==> config.mk <==
export PLATFORM = sky130hd
export DESIGN_NAME = scl_sync_gen
export DESIGN_NICKNAME = d
export VERILOG_FILES = /design/src/rtl/scl_sync_pkg.sv /design/src/rtl/scl_edge_sync.sv /design/src/rtl/scl_phase_counter.sv /design/src/rtl/scl_sync_gen.sv
export SDC_FILE = /design/constraint.sdc
export NUM_CORES = 1
export LEC_CHECK = 0
export BUFFER_PORTS_ARGS = -buffer_cell sky130_fd_sc_hd__buf_2
export CAP_MARGIN = 30
export CORE_ASPECT_RATIO = 0.9
export CORE_UTILIZATION = 30
export CTS_BUF_LIST = sky130_fd_sc_hd__clkbuf_8
export DETAILED_ROUTE_END_ITERATION = 10
export PLACE_DENSITY = 0.53
export REMOVE_ABC_BUFFERS = 1
export SLEW_MARGIN = 15
export SYNTH_ARGS = -nofsm -noshare
export SYNTH_HDL_FRONTEND = slang
export SYNTH_SLANG_ARGS = --single-unit
==> constraint.sdc <==
create_clock -name clk -period 4.85 [get_ports clk]
set_input_delay 0.7275 -clock clk [delete_from_list [all_inputs] [get_ports clk]]
set_output_delay 0.7275 -clock clk [all_outputs]
set_load 0.03 [all_outputs]
==> src/rtl/scl_sync_pkg.sv <==
package scl_sync_pkg;
  typedef enum logic [1:0] {
    ST_IDLE = 2'd0,
    ST_LOW  = 2'd1,
    ST_WAIT = 2'd2,
    ST_HIGH = 2'd3
  } scl_phase_e;

  localparam int unsigned MIN_PHASE = 2;
endpackage

==> src/rtl/scl_edge_sync.sv <==
module scl_edge_sync #(
  parameter int unsigned STAGES = 2
) (
  input  logic clk,
  input  logic rst,
  input  logic scl_raw,
  output logic scl_lvl,
  output logic fall_det,
  output logic rise_stb,
  output logic fall_stb
);
  logic [STAGES-1:0] chain;
  logic              lvl_d;
  logic              rise_det;

  always_ff @(posedge clk) begin
    if (rst) begin
      chain <= '1;
      lvl_d <= 1'b1;
    end else begin
      chain <= {chain[STAGES-2:0], scl_raw};
      lvl_d <= chain[STAGES-1];
    end
  end

  assign scl_lvl  = chain[STAGES-1];
  assign fall_det = lvl_d & ~scl_lvl;
  assign rise_det = ~lvl_d & scl_lvl;

  always_ff @(posedge clk) begin
    if (rst) begin
      rise_stb <= 1'b0;
      fall_stb <= 1'b0;
    end else begin
      rise_stb <= rise_det;
      fall_stb <= fall_det;
    end
  end

  AST_STROBE_EXCL: assert property (@(posedge clk) disable iff (rst)
    !(rise_stb && fall_stb));
  AST_STROBE_PULSE: assert property (@(posedge clk) disable iff (rst)
    fall_stb |=> !fall_stb);
endmodule

==> src/rtl/scl_phase_counter.sv <==
module scl_phase_counter #(
  parameter int unsigned CNT_W = 8
) (
  input  logic             clk,
  input  logic             rst,
  input  logic             load,
  input  logic [CNT_W-1:0] load_val,
  output logic             done
);
  logic [CNT_W-1:0] cnt;

  always_ff @(posedge clk) begin
    if (rst)            cnt <= '0;
    else if (load)      cnt <= load_val;
    else if (cnt != '0) cnt <= cnt - 1'b1;
  end

  assign done = (cnt == '0);
endmodule

==> src/rtl/scl_sync_gen.sv <==
module scl_sync_gen
  import scl_sync_pkg::*;
#(
  parameter int unsigned CNT_W       = 8,
  parameter int unsigned SYNC_STAGES = 2
) (
  input  logic             clk,
  input  logic             rst,
  input  logic             run_en,
  input  logic [CNT_W-1:0] low_cnt,
  input  logic [CNT_W-1:0] high_cnt,
  input  logic             scl_in,
  output logic             scl_drive_low,
  output logic             rise_stb,
  output logic             fall_stb
);
  localparam logic [CNT_W-1:0] MIN_CNT = CNT_W'(MIN_PHASE);

  scl_phase_e       state, state_n;
  logic             scl_lvl, fall_det, cnt_done, cnt_load;
  logic [CNT_W-1:0] eff_lo, eff_hi, load_val;

  scl_edge_sync #(.STAGES(SYNC_STAGES)) u_sync (
    .clk(clk), .rst(rst), .scl_raw(scl_in), .scl_lvl(scl_lvl),
    .fall_det(fall_det), .rise_stb(rise_stb), .fall_stb(fall_stb)
  );

  assign eff_lo = (low_cnt  < MIN_CNT) ? MIN_CNT : low_cnt;
  assign eff_hi = (high_cnt < MIN_CNT) ? MIN_CNT : high_cnt;

  always_comb begin
    state_n = state;
    unique case (state)
      ST_IDLE: if (run_en) begin
        if (fall_det)     state_n = ST_LOW;
        else if (scl_lvl) state_n = ST_HIGH;
      end
      ST_LOW:  if (cnt_done) state_n = run_en ? ST_WAIT : ST_IDLE;
      ST_WAIT: if (!run_en)      state_n = ST_IDLE;
               else if (scl_lvl) state_n = ST_HIGH;
      ST_HIGH: if (!run_en)                  state_n = ST_IDLE;
               else if (fall_det || cnt_done) state_n = ST_LOW;
      default: state_n = ST_IDLE;
    endcase
  end

  assign cnt_load = (state_n != state) &&
                    ((state_n == ST_LOW) || (state_n == ST_HIGH));
  assign load_val = (state_n == ST_LOW) ? (eff_lo - 1'b1) : (eff_hi - 1'b1);

  scl_phase_counter #(.CNT_W(CNT_W)) u_cnt (
    .clk(clk), .rst(rst), .load(cnt_load), .load_val(load_val), .done(cnt_done)
  );

  always_ff @(posedge clk) begin
    if (rst) begin
      state         <= ST_IDLE;
      scl_drive_low <= 1'b0;
    end else begin
      state         <= state_n;
      scl_drive_low <= (state_n == ST_LOW);
    end
  end

  AST_IDLE_QUIET: assert property (@(posedge clk) disable iff (rst)
    (state == ST_IDLE && !run_en) |=> !scl_drive_low);
  AST_WAIT_RELEASED: assert property (@(posedge clk) disable iff (rst)
    (state == ST_WAIT) |-> !scl_drive_low);
  AST_HIGH_NEEDS_LEVEL: assert property (@(posedge clk) disable iff (rst)
    (state == ST_WAIT && !scl_lvl) |=> (state != ST_HIGH));
  AST_FALL_RESTARTS: assert property (@(posedge clk) disable iff (rst)
    (state == ST_HIGH && fall_det && run_en) |=> (state == ST_LOW && scl_drive_low));
  AST_STOP_AT_LOW_END: assert property (@(posedge clk) disable iff (rst)
    (state == ST_LOW && cnt_done && !run_en) |=> (state == ST_IDLE && !scl_drive_low));
  AST_MIN_LOW: assert property (@(posedge clk) disable iff (rst)
    $fell(scl_drive_low) |-> $past(scl_drive_low, 2));
endmodule

==> impl_metrics.ini, run 1 <==
[outcome]
run_status = finished clean

[detailed_routing]
ant_nets = 0
drc_errors = 0
drtIter0Drc = 61
wirelength_mm = 2.559
drt_pass1_iterations = 4
drt-wirelength-per-cell_um = 13.40
vias = 1015
vias_per_cell = 5.314

[clocking]
cts.htree.levels = 1
cts_buffers = 3
cts_buffer_depth = 2
cts_tree = built
cts_setup_buffers = 0
ctsResizeCount = 0
clockRootBuffer = clkbuf_8
cts_sinks = 16
clk_pin_slew_ns = 0.07
holdBufCountCts = 0
clkLatencyLatePin_ns = 0.25

[synth]
synth-simple-area-share = 0.3499
synth-seq-cells = 16
synth-xor-area-share = 0.01655
synth.distinct_cells = 45
syn_avg_cell_area_sq_um = 8.536
synth_cells = 124
muxShareOfSynthArea = 0.04846
ys.flop_type = dfxtp_1
synth-edff-count = 0
ys_seq_area_frac = 0.3026
ys_warn_count = 0
synthAdderAreaFrac = 0.01182
synth-compound-area-share = 0.2482
synth_top_family_by_area = simple AND/OR/NAND/NOR gates
synth.cell_area_sq_um = 1059
async_flop_share = 0

[worst_setup_path]
slowest_stage = nor4_1
cpMostUsedCell = nor4_1
cp_cell_sequence = nor4_1, and4_1, nor3_2, nor4_1, or2_2, ha_1, nand2_1, nor3_1, mux2_1
max_stage_delay_ns = 0.51
worst_setup_path_end_kind = flop
crit_path_start_kind = flop
setup.worst_path.class = flop to flop
arrival_ns = 3.13
startpoint = u_cnt.cnt[0]
required_ns = 4.98
r2r_start = u_cnt.cnt[0]
crit_fanout = 11

[timing]
finalCritPeriodShare = 0.6174
setup_viol = 0
tns_ns = 0
whs_ns = 0.4087
relSlewSlack = 0.5334
clock_skew_ns = 0.003822
hold_viol = 0
rsz0062_at_grt = no
worst_slew_pin_slew_ns = 0.6961
fin_crit_ns = 2.994
final_max_slew_viol_count = 0
fmax_mhz = 334.0
worst_slack_ns = 1.856

[finish]
layout.nets = 169
finalNonFillerCells = 191
syn_to_final_growth_pct = 19.62
num_antenna_cells = 0
final.fill_count = 364
drive_above_1_share = 0.2857

[global_routing]
grt_start_max_net_pins = 12
antenna_found_initial = 0
grt-ovfl-total = 0
grt_pass1_vias = 892
grt_pass1_wl_mm = 4.015
track_usage = 0.1380

[floorplanning]
core_sq_um = 3378
die_h_um = 58.35
rows = 20
dieArea_sq_um = 3770
io_pins = 23
start_util = 0.3133
dieWidth_um = 64.62

[hold_path]
holdCritPathClass = flop to flop
hold_start = u_sync.chain[0]

[power]
ir_worst_vdd_mv = 0.1229
p_leak_nw = 0.5261
power_density_nw_per_um2 = 482.5

[placed_design]
io_buffer_count = 22
dp.cells = 187
finalWeightedCongestion = 0.8193
place_ws_ns = 1.758
post-dp-hpwl_mm = 2.034

[flow_run]
max_cap_violations = 0
-- sequential cells by signal (all words and copies together), names as in the netlist --
name / cells
state: 2
u_sync.lvl_d: 1
u_cnt.cnt: 8
u_sync.rise_stb: 1
u_sync.fall_stb: 1
scl_drive_low: 1
u_sync.chain: 2
-- power breakdown --
part / leakage, nW / switching [mW] / internal (mW)
clock network: 0.0288 / 0.0450 / 0.0719
registers: 0.132 / 0.0272 / 0.164
logic: 0.365 / 0.165 / 0.138
-- per-stage QoR --
| stage | instance area [sq um] | total power, mW | util |
|---|---|---|---|
| 3_5_place_dp | 1211 | 0.4938 | 0.3585 |
| 5_1_grt | 1266 | 0.6540 | 0.3748 |
| 2_1_floorplan | 1046 | 0.4260 | - |
| 6_report | 1266 | 0.6109 | 0.3748 |
| 3_3_place_gp | 1211 | 0.4945 | 0.3585 |
| 4_1_cts | 1266 | 0.6132 | 0.3748 |
-- logic make-up after synthesis --
| group | after synthesis |
|---|---|
| xor gates and xnor gates | 2 |
| buffers and inverters | 6 |
| adders and majority gates | 1 |
| DFF | 16 |
| AOI/OAI and AO/OA | 32 |
| muxes | 5 |
| and+or+nand+nor | 62 |
-- routing by layer --
metal  part of all wire  vias to the layer above  global-route usage
met5                  0                        -                   0
met4              0.015                        0             0.05714
met3              0.036                        4             0.01550
met2               0.44                       26              0.2150
met1               0.51                      462              0.1945
li1                   -                      523                   -
-- worst max-delay path: cells and delay by family (launching register included) --
kind | cells | cell delay, ns
flops | 1 | 0.33
mux | 1 | 0.33
fa+ha+maj | 1 | 0.19
simple gates | 7 | 2.03
-- layout make-up --
cell class	instances	area (sq um)	area share
tap	44	55.05	0.04348
inverter	3	11.26	0.008893
multi-input combinational	102	714.4	0.5642
sequential	16	320.3	0.2530
clock buffer	4	55.05	0.04348
timing repair buffer	22	110.1	0.08696
-- final timing paths --
kind                      to  slack, ns  cells past startpoint
max             u_cnt.cnt[6]       1.86                      9
min          u_sync.chain[1]       0.41                      1
max reg2reg     u_cnt.cnt[6]       1.86                      9
min reg2reg  u_sync.chain[1]       0.41                      1
-- placed cells by master (no fill, tap or decap), types with 2 or more instances in the layout --
master and count:
buf_2 22, dfxtp_1 16, nor2_1 13, nand2_1 7, nor4_1 5, nor2b_1 5
nand3_1 5, o21ai_0 5, or4_1 5, or2_2 5, o21a_1 4, mux2i_1 4
a21oi_1 4, clkbuf_8 4, inv_1 3, and4_1 3, o31ai_1 3, or4_4 2
a311o_1 2, nor3_2 2, o31a_1 2, xnor2_1 2, a21o_1 2
-- cells in the mapped netlist (2+ instances only) --
cell type / count / area (sq um)
dfxtp_1: 16 / 320.3
o31a_1: 2 / 17.52
a21o_1: 2 / 15.01
inv_1: 3 / 11.26
o31ai_1: 3 / 22.52
o21a_1: 4 / 30.03
nor4_1: 5 / 31.28
and4_1: 3 / 26.28
nor2_1: 13 / 48.80
o21ai_0: 5 / 25.02
mux2i_1: 4 / 40.04
or4_1: 5 / 37.54
or4_4: 2 / 22.52
clkbuf_1: 2 / 7.510
or2_2: 5 / 31.28
nand3_1: 5 / 25.02
nor3_2: 2 / 20.02
nand2_1: 7 / 26.28
a311o_1: 2 / 20.02
xnor2_1: 2 / 17.52
nor2b_1: 5 / 31.28
a21oi_1: 4 / 20.02
Note: power is estimated with default switching activity, not from simulation.
==> inputs of run 2 (changes only) <==
clock period = 2.9 ns   (was 4.85 ns; I/O delays follow)
==> impl_metrics.ini, run 2 (synthesis results as in run 1) <==
[floorplanning]
start_util = 0.3133
die_h_um = 58.35
core_sq_um = 3378
io_pins = 23
rows = 20
dieWidth_um = 64.62
dieArea_sq_um = 3770

[worst_setup_path]
r2r-end = u_cnt.cnt[6]
worstRegToRegCells = 8
max_stage_delay_ns = 0.55
crit_fanout = 4
crit_path_start_kind = flop
setup.worst_path.class = flop to flop
r2r_start = u_cnt.cnt[3]
required_ns = 3.04
r2r_setup_slack_ns = 0.14
cp_cell_sequence = or4_4, o221a_4, or4_1, a31o_2, ha_1, nand2_1, nor3_1, mux2_1
slowest_stage = or4_4
arrival_ns = 2.90
worst_setup_path_end_kind = flop

[hold_path]
hold_end = u_sync.chain[0]
min_path_cells = 2
hold_start = scl_in
holdCritPathClass = input port to flop

[timing]
clock_skew_ns = 0.003006
relSlewSlack = 0.7274
tns_ns = 0
final_max_slew_viol_count = 0
setup_viol = 0
worst_slew_pin_slew_ns = 0.4052
whs_ns = 0.3564
fin_crit_ns = 2.757
rsz0062_at_grt = no
finalCritPeriodShare = 0.9508
worst_slack_ns = 0.1427
hold_viol = 0
fmax_mhz = 362.7

[power]
p_leak_nw = 0.5829
ir_worst_vdd_mv = 0.2299
power_density_nw_per_um2 = 815.2
p_total_mw = 1.105

[clocking]
clkLatencyLatePin_ns = 0.26
clockRootBuffer = clkbuf_8
cts_buffers = 3
cts.htree.levels = 1
cts_setup_buffers = 0
holdBufCountCts = 0
cts_buffer_depth = 2
cts_sinks = 16
clk_pin_slew_ns = 0.07
cts_tree = built
ctsResizeCount = 0

[placed_design]
place_ws_ns = 0.1003
post-dp-hpwl_mm = 2.118
place_area_sq_um = 1294
dp.cells = 198
io_buffer_count = 22
finalWeightedCongestion = 0.8523

[finish]
post-route-util = 0.4011
reg_top3 = u_cnt.cnt: 8 flops, state: 2 flops, u_sync.chain: 2 flops
num_antenna_cells = 0
final.fill_count = 362
final_common_cell = buf_2
finalNonFillerCells = 202
final_cell_mix = 22 x buf_2, 16 x dfxtp_1, 13 x nor2_1
layout.nets = 180
drive_above_1_share = 0.3354
top_register = u_cnt.cnt
largest_reg_flops = 8
syn_to_final_growth_pct = 28.01
design_area_sq_um = 1355

[detailed_routing]
vias_per_cell = 5.134
drt-wirelength-per-cell_um = 12.78
ant_nets = 0
drtIter0Drc = 82
wirelength_mm = 2.582
vias = 1037
drt_pass1_iterations = 4
drc_errors = 0

[global_routing]
grt_pass1_wl_mm = 4.181
grt_start_max_net_pins = 11
grt-ovfl-total = 0
track_usage = 0.1448
antenna_found_initial = 0
grt_pass1_vias = 926

[flow_run]
max_cap_violations = 0

[outcome]
run_status = finished clean
-- run 2: cell types whose count changed in the layout (fill, tap and decap cells not counted) --
cell    delta
nor3_2     -1
buf_4     +11
nor3_4     +1
-- run 2: worst max path at each step --
stage / from / slack (ns) / cells after the start / end
after floorplan: u_cnt.cnt[3] / 0.19 / 7 / u_cnt.cnt[7]
after global placement: run_en / 0.13 / 8 / u_cnt.cnt[7]
after detailed placement: u_cnt.cnt[3] / 0.10 / 8 / u_cnt.cnt[7]
after CTS: u_cnt.cnt[3] / 0.09 / 8 / u_cnt.cnt[7]
after global routing: u_cnt.cnt[1] / 0.03 / 10 / u_cnt.cnt[6]
final: u_cnt.cnt[3] / 0.14 / 8 / u_cnt.cnt[6]
-- run 2: final cells by class --
class                           instances  area, sq um  area share
Multi-Input combinational cell        102        720.7      0.5319
Tap cell                               44        55.05     0.04063
Clock buffer                            4        55.05     0.04063
Sequential cell                        16        320.3      0.2364
Inverter                                3        11.26    0.008310
Timing Repair Buffer                   33        192.7      0.1422
-- run 2: worst max-delay path, delay by kind of cell (launching register included) --
family,cells,cell delay (ns)
AOI/OAI and AO/OA,2,0.61
adders and majority gates,1,0.23
DFF,1,0.32
muxes,1,0.31
and+or+nand+nor,4,1.17
-- run 2: routing by layer --
metal | GRT usage | vias up | routed length, um
li1 | - | 543 | -
met4 | 0.04762 | 0 | 31
met3 | 0.01550 | 3 | 135
met5 | 0 | - | 0
met2 | 0.2316 | 30 | 1118
met1 | 0.2043 | 461 | 1295
-- run 2: report_power, final --
group	internal (mW)	leakage [nW]	total (mW)	switching (mW)
logic	0.301	0.422	0.587	0.286
registers	0.274	0.132	0.315	0.0407
clock network	0.121	0.0288	0.202	0.0817
total	0.696	0.583	1.10	0.409
==> inputs of run 3 (changes only) <==
CORE_ASPECT_RATIO = 1.1   (was 0.9)
REMOVE_ABC_BUFFERS = unset   (was 1)
==> impl_metrics.ini, run 3 (synthesis results as in run 1) <==
[timing]
setup_viol = 0
fin_crit_ns = 2.746
clock_skew_ns = 0.001898
tns_ns = 0
whs_ns = 0.3693
relSlewSlack = 0.7035
finalCritPeriodShare = 0.9469
final_max_slew_viol_count = 0
worst_slew_pin_slew_ns = 0.4406
hold_viol = 0
rsz0062_at_grt = no
fmax_mhz = 364.2

[global_routing]
antenna_found_initial = 0
grt_start_max_net_pins = 11
grt_pass1_wl_mm = 4.761
grt-ovfl-total = 0
track_usage = 0.1652
grt_pass1_vias = 1072

[power]
pwr-share-comb = 0.535
p_leak_nw = 0.5794
power.share.sequential = 0.288
clock_power_share = 0.176
power_density_nw_per_um2 = 818.0
ir_worst_vdd_mv = 0.2769
intPower_uw = 692.1
swShare = 0.3779
p_switching_uw = 420.4

[finish]
largest_reg_flops = 8
drive_above_1_share = 0.3439
syn_to_final_growth_pct = 28.49
final_cell_mix = 22 x buf_2, 16 x dfxtp_1, 13 x nor2_1
layout.nets = 179
top_register = u_cnt.cnt
num_antenna_cells = 0
reg_top3 = u_cnt.cnt: 8 flops, state: 2 flops, u_sync.chain: 2 flops
final_common_cell = buf_2

[floorplanning]
dieArea_sq_um = 3770
io_pins = 23
core_sq_um = 3358
rows = 22
start_util = 0.3152
dieWidth_um = 58.64
die_h_um = 64.30

[clocking]
cts.htree.levels = 1
cts_buffers = 3
cts_sinks = 16
clkLatencyLatePin_ns = 0.25
clockRootBuffer = clkbuf_8
clk_pin_slew_ns = 0.06
cts_buffer_depth = 2
cts_setup_buffers = 0
cts_tree = built

[worst_setup_path]
r2r_setup_slack_ns = 0.15
worst_setup_path_end_kind = flop
crit_path_start_kind = flop
r2r_start = u_cnt.cnt[0]
arrival_ns = 2.88
required_ns = 3.04
r2r-end = u_cnt.cnt[6]
crit_fanout = 4
setup.worst_path.class = flop to flop
worstRegToRegCells = 8

[flow_run]
max_cap_violations = 0

[detailed_routing]
ant_nets = 0
drt_pass1_iterations = 5
drc_errors = 0
vias = 1110
wirelength_mm = 2.808
vias_per_cell = 5.415
drt-wirelength-per-cell_um = 13.70
drtIter0Drc = 76

[hold_path]
min_path_cells = 2
hold_end = u_sync.chain[0]
holdCritPathClass = input port to flop
hold_start = scl_in

[outcome]
run_status = finished clean

[placed_design]
io_buffer_count = 22
finalWeightedCongestion = 0.8770
post-dp-hpwl_mm = 2.202

[synth]
synth_nets = 145
[run 3: critical path: stages, from the launching register on]
cell and delay (ns):
dfxtp_1 0.34, or4_4 0.56, o221a_4 0.30, or4_1 0.50, a31o_2 0.30, ha_1 0.22, nand2_1 0.06, nor3_1 0.05
mux2_1 0.31
[run 3: power by group through the flow]
stage          Clock [mW]  Sequential (mW)  Combinational (mW)
6_report            0.196            0.321               0.595
3_5_place_dp            0            0.321               0.579
3_3_place_gp            0            0.321               0.577
4_1_cts             0.200            0.317               0.584
5_1_grt             0.211            0.327               0.662
2_1_floorplan           0            0.318               0.398
[run 3: final cells by class]
class / count / area (sq um)
inverters: 3 / 11.26
flip-flops and latches: 16 / 320.3
repair buffers: 32 / 185.2
clock buffers: 4 / 55.05
fillers: 360 / 1998
multi-input cells: 102 / 728.2
well taps: 48 / 60.06
[run 3: what timing repair did]
item	4_1_cts	5_1_grt
setup endpoints to repair	0	2
hold buffers	0	0
gates resized for setup	0	3
[run 3: per-layer routing]
metal | GRT usage | up-vias | share of wire
met4 | 0.08631 | 0 | 0.034
li1 | - | 538 | -
met1 | 0.2015 | 523 | 0.44
met3 | 0.02024 | 11 | 0.053
met2 | 0.2787 | 38 | 0.47
met5 | 0 | - | 0
[run 3: worst max path at each step]
stage                      start           end  slack (ns)  depth (start not counted)
finish              u_cnt.cnt[0]  u_cnt.cnt[6]        0.15                          8
floorplan           u_cnt.cnt[0]  u_cnt.cnt[6]        0.19                         11
global placement    u_cnt.cnt[3]  u_cnt.cnt[7]        0.15                          8
detailed placement  u_cnt.cnt[3]  u_cnt.cnt[7]        0.14                          7
CTS                 u_cnt.cnt[3]  u_cnt.cnt[7]        0.12                          7
global route        u_cnt.cnt[0]  u_cnt.cnt[6]       0.007                         10
[run 3: metrics by stage]
stage | std cells | power, mW | worst slack [ns] | instance area (sq um) | utilization
2_1_floorplan | 124 | 0.7152 | 0.1875 | 1059 | -
3_5_place_dp | 201 | 0.8993 | 0.1406 | 1291 | 0.3845
5_1_grt | 205 | 1.199 | 0.006552 | 1360 | 0.4050
4_1_cts | 205 | 1.101 | 0.1179 | 1346 | 0.4009
6_report | 205 | 1.112 | 0.1539 | 1360 | 0.4050
3_3_place_gp | 201 | 0.8985 | 0.1520 | 1291 | 0.3845
